File: config.mk
export PLATFORM = sky130hd
export DESIGN_NAME = thermal_level_monitor
export DESIGN_NICKNAME = d
export VERILOG_FILES = /design/src/rtl/tlm_pkg.sv /design/src/rtl/tlm_osc_sync.sv /design/src/rtl/tlm_window_timer.sv /design/src/rtl/tlm_edge_counter.sv /design/src/rtl/tlm_level_eval.sv /design/src/rtl/thermal_level_monitor.sv
export SDC_FILE = /design/constraint.sdc
export NUM_CORES = 1
export LEC_CHECK = 0
export BUFFER_PORTS_ARGS = -buffer_cell sky130_fd_sc_hd__buf_2
export CAP_MARGIN = 20
export CORE_ASPECT_RATIO = 2
export CORE_MARGIN = 1
export CORE_UTILIZATION = 55
export DETAILED_ROUTE_END_ITERATION = 10
export GPL_ROUTABILITY_DRIVEN = 0
export PLACE_DENSITY = 0.74
export SETUP_SLACK_MARGIN = 0.4
export SLEW_MARGIN = 5
export SYNTH_ARGS = -nofsm -noshare
export SYNTH_HDL_FRONTEND = slang
export SYNTH_SLANG_ARGS = --single-unit
File: constraint.sdc
create_clock -name clk -period 17 [get_ports clk]
set_clock_uncertainty 0.2 [all_clocks]
set_input_delay 2.55 -clock clk [delete_from_list [all_inputs] [get_ports clk]]
set_output_delay 2.55 -clock clk [all_outputs]
set_load 0.05 [all_outputs]
File: src/rtl/tlm_pkg.sv
package tlm_pkg;
  localparam int unsigned REG_W   = 32;
  localparam int unsigned FIELD_W = 16;
  localparam int unsigned PER_W   = 16;
  localparam int unsigned WIN_W   = 8;
  localparam int unsigned ADDR_W  = 3;
  localparam int unsigned NUM_TH  = 3;
  localparam int unsigned LVL_W   = 2;

  localparam logic [ADDR_W-1:0] ADR_CFG  = 3'd0;
  localparam logic [ADDR_W-1:0] ADR_THA  = 3'd1;
  localparam logic [ADDR_W-1:0] ADR_THB  = 3'd2;
  localparam logic [ADDR_W-1:0] ADR_STAT = 3'd3;
  localparam logic [ADDR_W-1:0] ADR_CNT  = 3'd4;

  localparam int unsigned PEND_BIT  = 8;
  localparam int unsigned VALID_BIT = 9;
  localparam logic [2:0]  ST_OVF    = 3'd5;

  typedef struct packed {
    logic [WIN_W-1:0] win_len;
    logic [PER_W-1:0] period;
    logic             spare;
    logic             irq_l3;
    logic             irq_l2;
    logic             irq_ovf;
    logic             irq_l1;
    logic             shut_en;
    logic             halve_en;
    logic             stop;
  } cfg_t;
endpackage

File: src/rtl/tlm_osc_sync.sv
module tlm_osc_sync #(
  parameter int unsigned STAGES = 2
) (
  input  logic clk,
  input  logic rst_n,
  input  logic osc_i,
  output logic rise_o
);
  logic [STAGES-1:0] sync_q, sync_d;
  logic              last_q;

  always_comb begin
    sync_d = {sync_q[STAGES-2:0], osc_i};
  end

  always_ff @(posedge clk or negedge rst_n) begin
    if (!rst_n) begin
      sync_q <= '0;
      last_q <= 1'b0;
    end else begin
      sync_q <= sync_d;
      last_q <= sync_q[STAGES-1];
    end
  end

  assign rise_o = sync_q[STAGES-1] & ~last_q;
endmodule

File: src/rtl/tlm_window_timer.sv
module tlm_window_timer #(
  parameter int unsigned PER_W = 16,
  parameter int unsigned WIN_W = 8
) (
  input  logic             clk,
  input  logic             rst_n,
  input  logic             run_i,
  input  logic [PER_W-1:0] period_i,
  input  logic [WIN_W-1:0] win_len_i,
  output logic             first_o,
  output logic             open_o,
  output logic             done_o
);
  logic [PER_W-1:0] pos_q, pos_d;
  logic [PER_W-1:0] win_ext, last_pos, per_last;

  always_comb begin
    win_ext  = PER_W'(win_len_i);
    per_last = period_i - PER_W'(1);
    last_pos = (win_ext < period_i) ? (win_ext - PER_W'(1)) : per_last;
    if (!run_i)                 pos_d = '0;
    else if (pos_q >= per_last) pos_d = '0;
    else                        pos_d = pos_q + PER_W'(1);
  end

  always_ff @(posedge clk or negedge rst_n) begin
    if (!rst_n) pos_q <= '0;
    else        pos_q <= pos_d;
  end

  assign first_o = run_i && (pos_q == '0);
  assign open_o  = run_i && (pos_q < win_ext);
  assign done_o  = run_i && (pos_q == last_pos);
endmodule

File: src/rtl/tlm_edge_counter.sv
module tlm_edge_counter #(
  parameter int unsigned CNT_W = 16
) (
  input  logic             clk,
  input  logic             rst_n,
  input  logic             first_i,
  input  logic             open_i,
  input  logic             rise_i,
  output logic [CNT_W-1:0] cnt_next_o,
  output logic             sat_o
);
  localparam logic [CNT_W-1:0] CNT_MAX = '1;

  logic [CNT_W-1:0] cnt_q, base;
  logic             cnt_en;

  always_comb begin
    base = first_i ? '0 : cnt_q;
    if (open_i && rise_i && (base != CNT_MAX)) cnt_next_o = base + CNT_W'(1);
    else                                       cnt_next_o = base;
    sat_o  = (cnt_next_o == CNT_MAX);
    cnt_en = open_i | first_i;
  end

  always_ff @(posedge clk or negedge rst_n) begin
    if (!rst_n)      cnt_q <= '0;
    else if (cnt_en) cnt_q <= cnt_next_o;
  end
endmodule

File: src/rtl/tlm_level_eval.sv
module tlm_level_eval #(
  parameter int unsigned VAL_W  = 16,
  parameter int unsigned NUM_TH = 3,
  parameter int unsigned LVL_W  = 2
) (
  input  logic [VAL_W-1:0]             value_i,
  input  logic [NUM_TH-1:0][VAL_W-1:0] th_i,
  output logic [LVL_W-1:0]             level_o
);
  logic [NUM_TH-1:0] hit;

  for (genvar g = 0; g < NUM_TH; g++) begin : g_cmp
    assign hit[g] = (value_i >= th_i[g]);
  end

  always_comb begin
    level_o = '0;
    for (int k = 0; k < NUM_TH; k++) begin
      if (hit[k]) level_o = LVL_W'(k + 1);
    end
  end
endmodule

File: src/rtl/thermal_level_monitor.sv
module thermal_level_monitor
  import tlm_pkg::*;
#(
  parameter int unsigned CNT_W       = 16,
  parameter int unsigned SYNC_STAGES = 2
) (
  input  logic              clk,
  input  logic              rst_n,
  input  logic              osc_in,
  input  logic              reg_we,
  input  logic [ADDR_W-1:0] reg_addr,
  input  logic [REG_W-1:0]  reg_wdata,
  output logic [REG_W-1:0]  reg_rdata,
  output logic              irq,
  output logic              clk_halve_req,
  output logic              shutdown_req
);
  cfg_t                           cfg_q, cfg_d;
  logic [NUM_TH-1:0][FIELD_W-1:0] th_q, th_d;
  logic                           cfg_wr, tha_wr, thb_wr;

  logic                           timing_set, run;
  logic                           win_first, win_open, win_done;
  logic                           osc_rise;
  logic [CNT_W-1:0]               cnt_next;
  logic                           cnt_sat;
  logic [FIELD_W-1:0]             meas_field;
  logic [LVL_W-1:0]               new_level;

  logic [FIELD_W-1:0]             res_q;
  logic [LVL_W-1:0]               level_q;
  logic                           ovf_q, valid_q, valid_d, pend_q, pend_d;
  logic [NUM_TH-1:0]              crossed, lvl_irq_en;
  logic                           pend_set, pend_clr;
  logic [2:0]                     state_code;

  // register write decode
  always_comb begin
    cfg_wr = reg_we && (reg_addr == ADR_CFG);
    tha_wr = reg_we && (reg_addr == ADR_THA);
    thb_wr = reg_we && (reg_addr == ADR_THB);
    cfg_d  = cfg_t'(reg_wdata);
    cfg_d.spare = 1'b0;
    th_d   = th_q;
    if (tha_wr) begin
      th_d[0] = reg_wdata[FIELD_W-1:0];
      th_d[1] = reg_wdata[REG_W-1:FIELD_W];
    end
    if (thb_wr) th_d[2] = reg_wdata[FIELD_W-1:0];
  end

  always_ff @(posedge clk or negedge rst_n) begin
    if (!rst_n)      cfg_q <= '0;
    else if (cfg_wr) cfg_q <= cfg_d;
  end

  always_ff @(posedge clk or negedge rst_n) begin
    if (!rst_n)                th_q <= '1;
    else if (tha_wr || thb_wr) th_q <= th_d;
  end

  // measurement path
  assign timing_set = (cfg_q.period != '0) && (cfg_q.win_len != '0);
  assign run        = timing_set && !cfg_q.stop;

  tlm_osc_sync #(.STAGES(SYNC_STAGES)) u_sync (
    .clk    (clk),
    .rst_n  (rst_n),
    .osc_i  (osc_in),
    .rise_o (osc_rise)
  );

  tlm_window_timer #(.PER_W(PER_W), .WIN_W(WIN_W)) u_timer (
    .clk       (clk),
    .rst_n     (rst_n),
    .run_i     (run),
    .period_i  (cfg_q.period),
    .win_len_i (cfg_q.win_len),
    .first_o   (win_first),
    .open_o    (win_open),
    .done_o    (win_done)
  );

  tlm_edge_counter #(.CNT_W(CNT_W)) u_cnt (
    .clk        (clk),
    .rst_n      (rst_n),
    .first_i    (win_first),
    .open_i     (win_open),
    .rise_i     (osc_rise),
    .cnt_next_o (cnt_next),
    .sat_o      (cnt_sat)
  );

  assign meas_field = cnt_sat ? '1 : FIELD_W'(cnt_next);

  tlm_level_eval #(.VAL_W(FIELD_W), .NUM_TH(NUM_TH), .LVL_W(LVL_W)) u_eval (
    .value_i (meas_field),
    .th_i    (th_q),
    .level_o (new_level)
  );

  // upward crossing detection per level
  assign lvl_irq_en = {cfg_q.irq_l3, cfg_q.irq_l2, cfg_q.irq_l1};
  for (genvar k = 0; k < NUM_TH; k++) begin : g_cross
    assign crossed[k] = (new_level >= LVL_W'(k + 1)) && (level_q < LVL_W'(k + 1));
  end

  always_comb begin
    pend_set = win_done &&
               ((|(crossed & lvl_irq_en)) || (cnt_sat && !ovf_q && cfg_q.irq_ovf));
    pend_clr = reg_we && (reg_addr == ADR_STAT) && reg_wdata[PEND_BIT];
    pend_d   = pend_set | (pend_q & ~pend_clr);
    if (!timing_set)   valid_d = 1'b0;
    else if (win_done) valid_d = 1'b1;
    else               valid_d = valid_q;
  end

  always_ff @(posedge clk or negedge rst_n) begin
    if (!rst_n) begin
      res_q   <= '0;
      level_q <= '0;
      ovf_q   <= 1'b0;
    end else if (win_done) begin
      res_q   <= meas_field;
      level_q <= new_level;
      ovf_q   <= cnt_sat;
    end
  end

  always_ff @(posedge clk or negedge rst_n) begin
    if (!rst_n) begin
      valid_q <= 1'b0;
      pend_q  <= 1'b0;
    end else begin
      valid_q <= valid_d;
      pend_q  <= pend_d;
    end
  end

  // outputs and read mux
  assign state_code    = ovf_q ? ST_OVF : 3'(level_q);
  assign irq           = pend_q;
  assign clk_halve_req = cfg_q.halve_en && (level_q >= LVL_W'(2));
  assign shutdown_req  = cfg_q.shut_en && (level_q == LVL_W'(3));

  always_comb begin
    reg_rdata = '0;
    case (reg_addr)
      ADR_CFG:  reg_rdata = cfg_q;
      ADR_THA:  reg_rdata = {th_q[1], th_q[0]};
      ADR_THB:  reg_rdata = {{(REG_W-FIELD_W){1'b0}}, th_q[2]};
      ADR_STAT: begin
        reg_rdata[2:0]       = state_code;
        reg_rdata[PEND_BIT]  = pend_q;
        reg_rdata[VALID_BIT] = valid_q;
      end
      ADR_CNT:  reg_rdata = {res_q, {(REG_W-FIELD_W){1'b0}}};
      default:  reg_rdata = '0;
    endcase
  end
endmodule

==> results.cfg <==
[timing]
finalMaxSlewViolations = 0
setup_viol = 0
rsz0062_at_grt = false
finalHoldViolCount = 0
timing.final.crit_share_pct = 43.6
worstMarginPinSlew_ps = 1140
fmax_mhz = 135
max_slew_margin_pct = 22.2
fin_crit_ps = 7410
tns_ps = 0

[global_route]
grt_antenna_before_repair = 0
grt_pass1_vias = 8617
grt_max_degree = 77
overflow = 0
track_usage_pct = 34.3
grt_pass1_wl_um = 45300

[place]
io_buffers = 73
dpl_cell_area_mm2 = 0.0100
dp_hpwl_um = 21700

[synthesis]
syn-cell-area_mm2 = 0.00953
synth-edff-count = 0
avgSynthCellArea_um2 = 9.00
synth_fp_nets = 1181
synth_cell_types = 69
synthCells = 1059
ys_seq_area_share_pct = 36.1
synthFlopType = dfrtp_1
async_flop_share_pct = 100
ys_ff_latch = 135
synth_warnings = 0

[setup_path]
worstSetupPathType = input port to output pin
setup.worst_path.end_class = output pin
cp.arrival_ps = 4660
path_max_fanout = 38
cp-start-kind = input port
rrSetupSlack_ps = 9660
cpMostUsedCell = buf_2
required_ps = 14250
worst-path-buf-inv = 3
worstPathCellList = buf_2 -> buf_4 -> nor2b_1 -> a22oi_1 -> a31oi_1 -> buf_2
path_delay_family = simple AND/OR/NAND/NOR gates
critical-path-slowest-cell = nor2b_1
slowest_delay_ps = 920

[cts]
clockBufferDepth = 2
cts.sinks = 135
post-cts-setup-buffers = 0
clk_latency_ps = 430
cts_resized = 0
cts_buffers = 17
htreeDepth = 4
cts_tree = done
hold_buffers = 0
cts_root_buf = clkbuf_16
clkSlewWorstSetupHoldPaths_ps = 60

[pwr]
ir_drop_v = 0.0000805
power_density_mw_per_mm2 = 114
leakagePower_nw = 5.01

[route]
drt_pass1_iterations = 6
routedWlPerCell_um = 21.7
viasPerCell = 6.36
drcViolationCount = 0
ant_nets = 0
drt_wl_total_um = 29100
first_iter_violations = 719
vias = 8510

[floorplan]
start_util_pct = 56.6
num_rows = 67
ioPinCount = 74
die_area_mm2 = 0.0179
core_mm2 = 0.0168
fp.dieH_um = 188
die_x_um = 95.1

[finish]
syn_to_final_growth_pct = 12.0
multi_input_area_mm2 = 0.00561
drive_gt1_share_pct = 19.8
antennaDiodeCount = 0
design_area_mm2 = 0.0107
n_fill_cell = 1435
nNetsFinal = 1240
ff_latch_area_mm2 = 0.00344

[job]
maxCapViolCount = 0

[outcome]
status = complete, no violations

[min_path]
min_path_type = register to register
-- power breakdown --
part	switching, W	total, W	internal (W)
Sequential	0.0000564	0.000445	0.000388
Combinational	0.000239	0.000379	0.000140
Clock	0.000149	0.000395	0.000246
Total	0.000444	0.00122	0.000774
-- synthesized netlist by cell type (4+ instances only) --
library cell	count	area (um^2)
nor4_1	15	93.8
a21o_1	26	195
a2111oi_0	4	35.0
nor2b_1	10	62.6
mux2_4	9	135
dfrtp_1	87	2180
a31oi_1	6	37.5
mux2i_1	45	450
or3_1	7	43.8
nand3_1	30	150
o21ai_0	81	405
a21oi_1	53	265
or4_1	4	30.0
a211oi_1	8	60.1
and4_1	4	35.0
inv_1	70	263
xor2_1	21	184
dfstp_2	48	1260
nand4_1	23	144
xnor2_1	23	201
nor3b_1	8	60.1
mux4_2	4	90.1
ha_1	83	1040
clkbuf_1	38	143
nand2_1	108	405
o21a_1	4	30.0
nor3_1	32	160
o211ai_1	5	37.5
and3_1	11	68.8
nand2b_1	15	93.8
nor2_1	94	353
mux2_2	31	349
-- final cells by class --
cell class | instances | area share (%)
sequential | 135 | 32.2
clock inverter | 11 | 1.36
timing repair buffer | 87 | 4.50
multi-input combinational | 807 | 52.5
inverter | 70 | 2.46
clock buffer | 21 | 4.50
tap | 207 | 2.43
-- cell families (layout without fill, tap and decap cells) --
family / after synthesis / after routing / synth area share, %
multiplexers: 89 / 89 / 10.8
flip-flops: 135 / 135 / 36.1
XOR/XNOR: 44 / 44 / 4.04
AND/OR/NAND/NOR: 382 / 382 / 19.7
buffers and inverters: 117 / 189 / 5.25
adder cells (fa/ha/maj): 83 / 83 / 10.9
AO/OA/AOI/OAI: 209 / 209 / 13.2
-- final timing paths --
check                                       from                end  depth (start not counted)
max in group asynchronous                  rst_n           cfg_q[6]                          2
worst max register to register          cfg_q[8]                irq                         23
worst min-delay path            u_sync.sync_q[0]   u_sync.sync_q[1]                          0
worst max-delay path                 reg_addr[1]       reg_rdata[0]                          6
worst min register to register  u_sync.sync_q[0]   u_sync.sync_q[1]                          0
min in group asynchronous                  rst_n  u_timer.pos_q[13]                          1
-- sequential cells by signal, indices dropped and copies added (netlist names), 2 cells and up --
| name | count |
|---|---|
| th_q | 48 |
| cfg_q | 31 |
| res_q | 16 |
| u_cnt.cnt_q | 16 |
| u_timer.pos_q | 16 |
| level_q | 2 |
| u_sync.sync_q | 2 |
-- worst register-to-register path, delay by kind of cell, from the launching register on --
kind | cells | cell delay (ps)
adders and majority gates | 3 | 850
buffers and inverters | 3 | 530
muxes | 1 | 760
and+or+nand+nor | 7 | 2400
AOI/OAI and AO/OA | 9 | 2030
DFF | 1 | 430
-- metrics by stage --
step | worst slack (ps) | util (%) | cells | hold WS, ps | total power (W)
floorplan | 9890 | - | 1059 | 131 | 0.000698
global placement | 9670 | 59.6 | 1305 | 148 | 0.000806
detailed placement | 9620 | 59.6 | 1305 | 147 | 0.000817
CTS | 9620 | 63.3 | 1337 | 170 | 0.00121
global route | 9330 | 63.3 | 1338 | 174 | 0.00128
finish | 9590 | 63.3 | 1338 | 166 | 0.00122
-- cells in the final DEF, fill, tap and decap left out, types with 21 or more instances in the layout --
cell type and count:
a21o_1 26, a21oi_1 53, buf_2 72, dfrtp_1 87, dfstp_2 48, ha_1 83
inv_1 70, mux2_2 31, mux2i_1 45, nand2_1 108, nand3_1 30, nand4_1 23
nor2_1 94, nor3_1 31, o21ai_0 81, xnor2_1 23, xor2_1 21
-- routing by layer --
layer,up-vias,global-route usage (%),part of all wire (%)
li1,3871,-,-
met1,4121,36.9,35
met2,382,57.7,52
met3,136,5.60,5.1
met4,0,26.9,8.3
met5,-,0,0
Power figures use the tool's default switching activity.
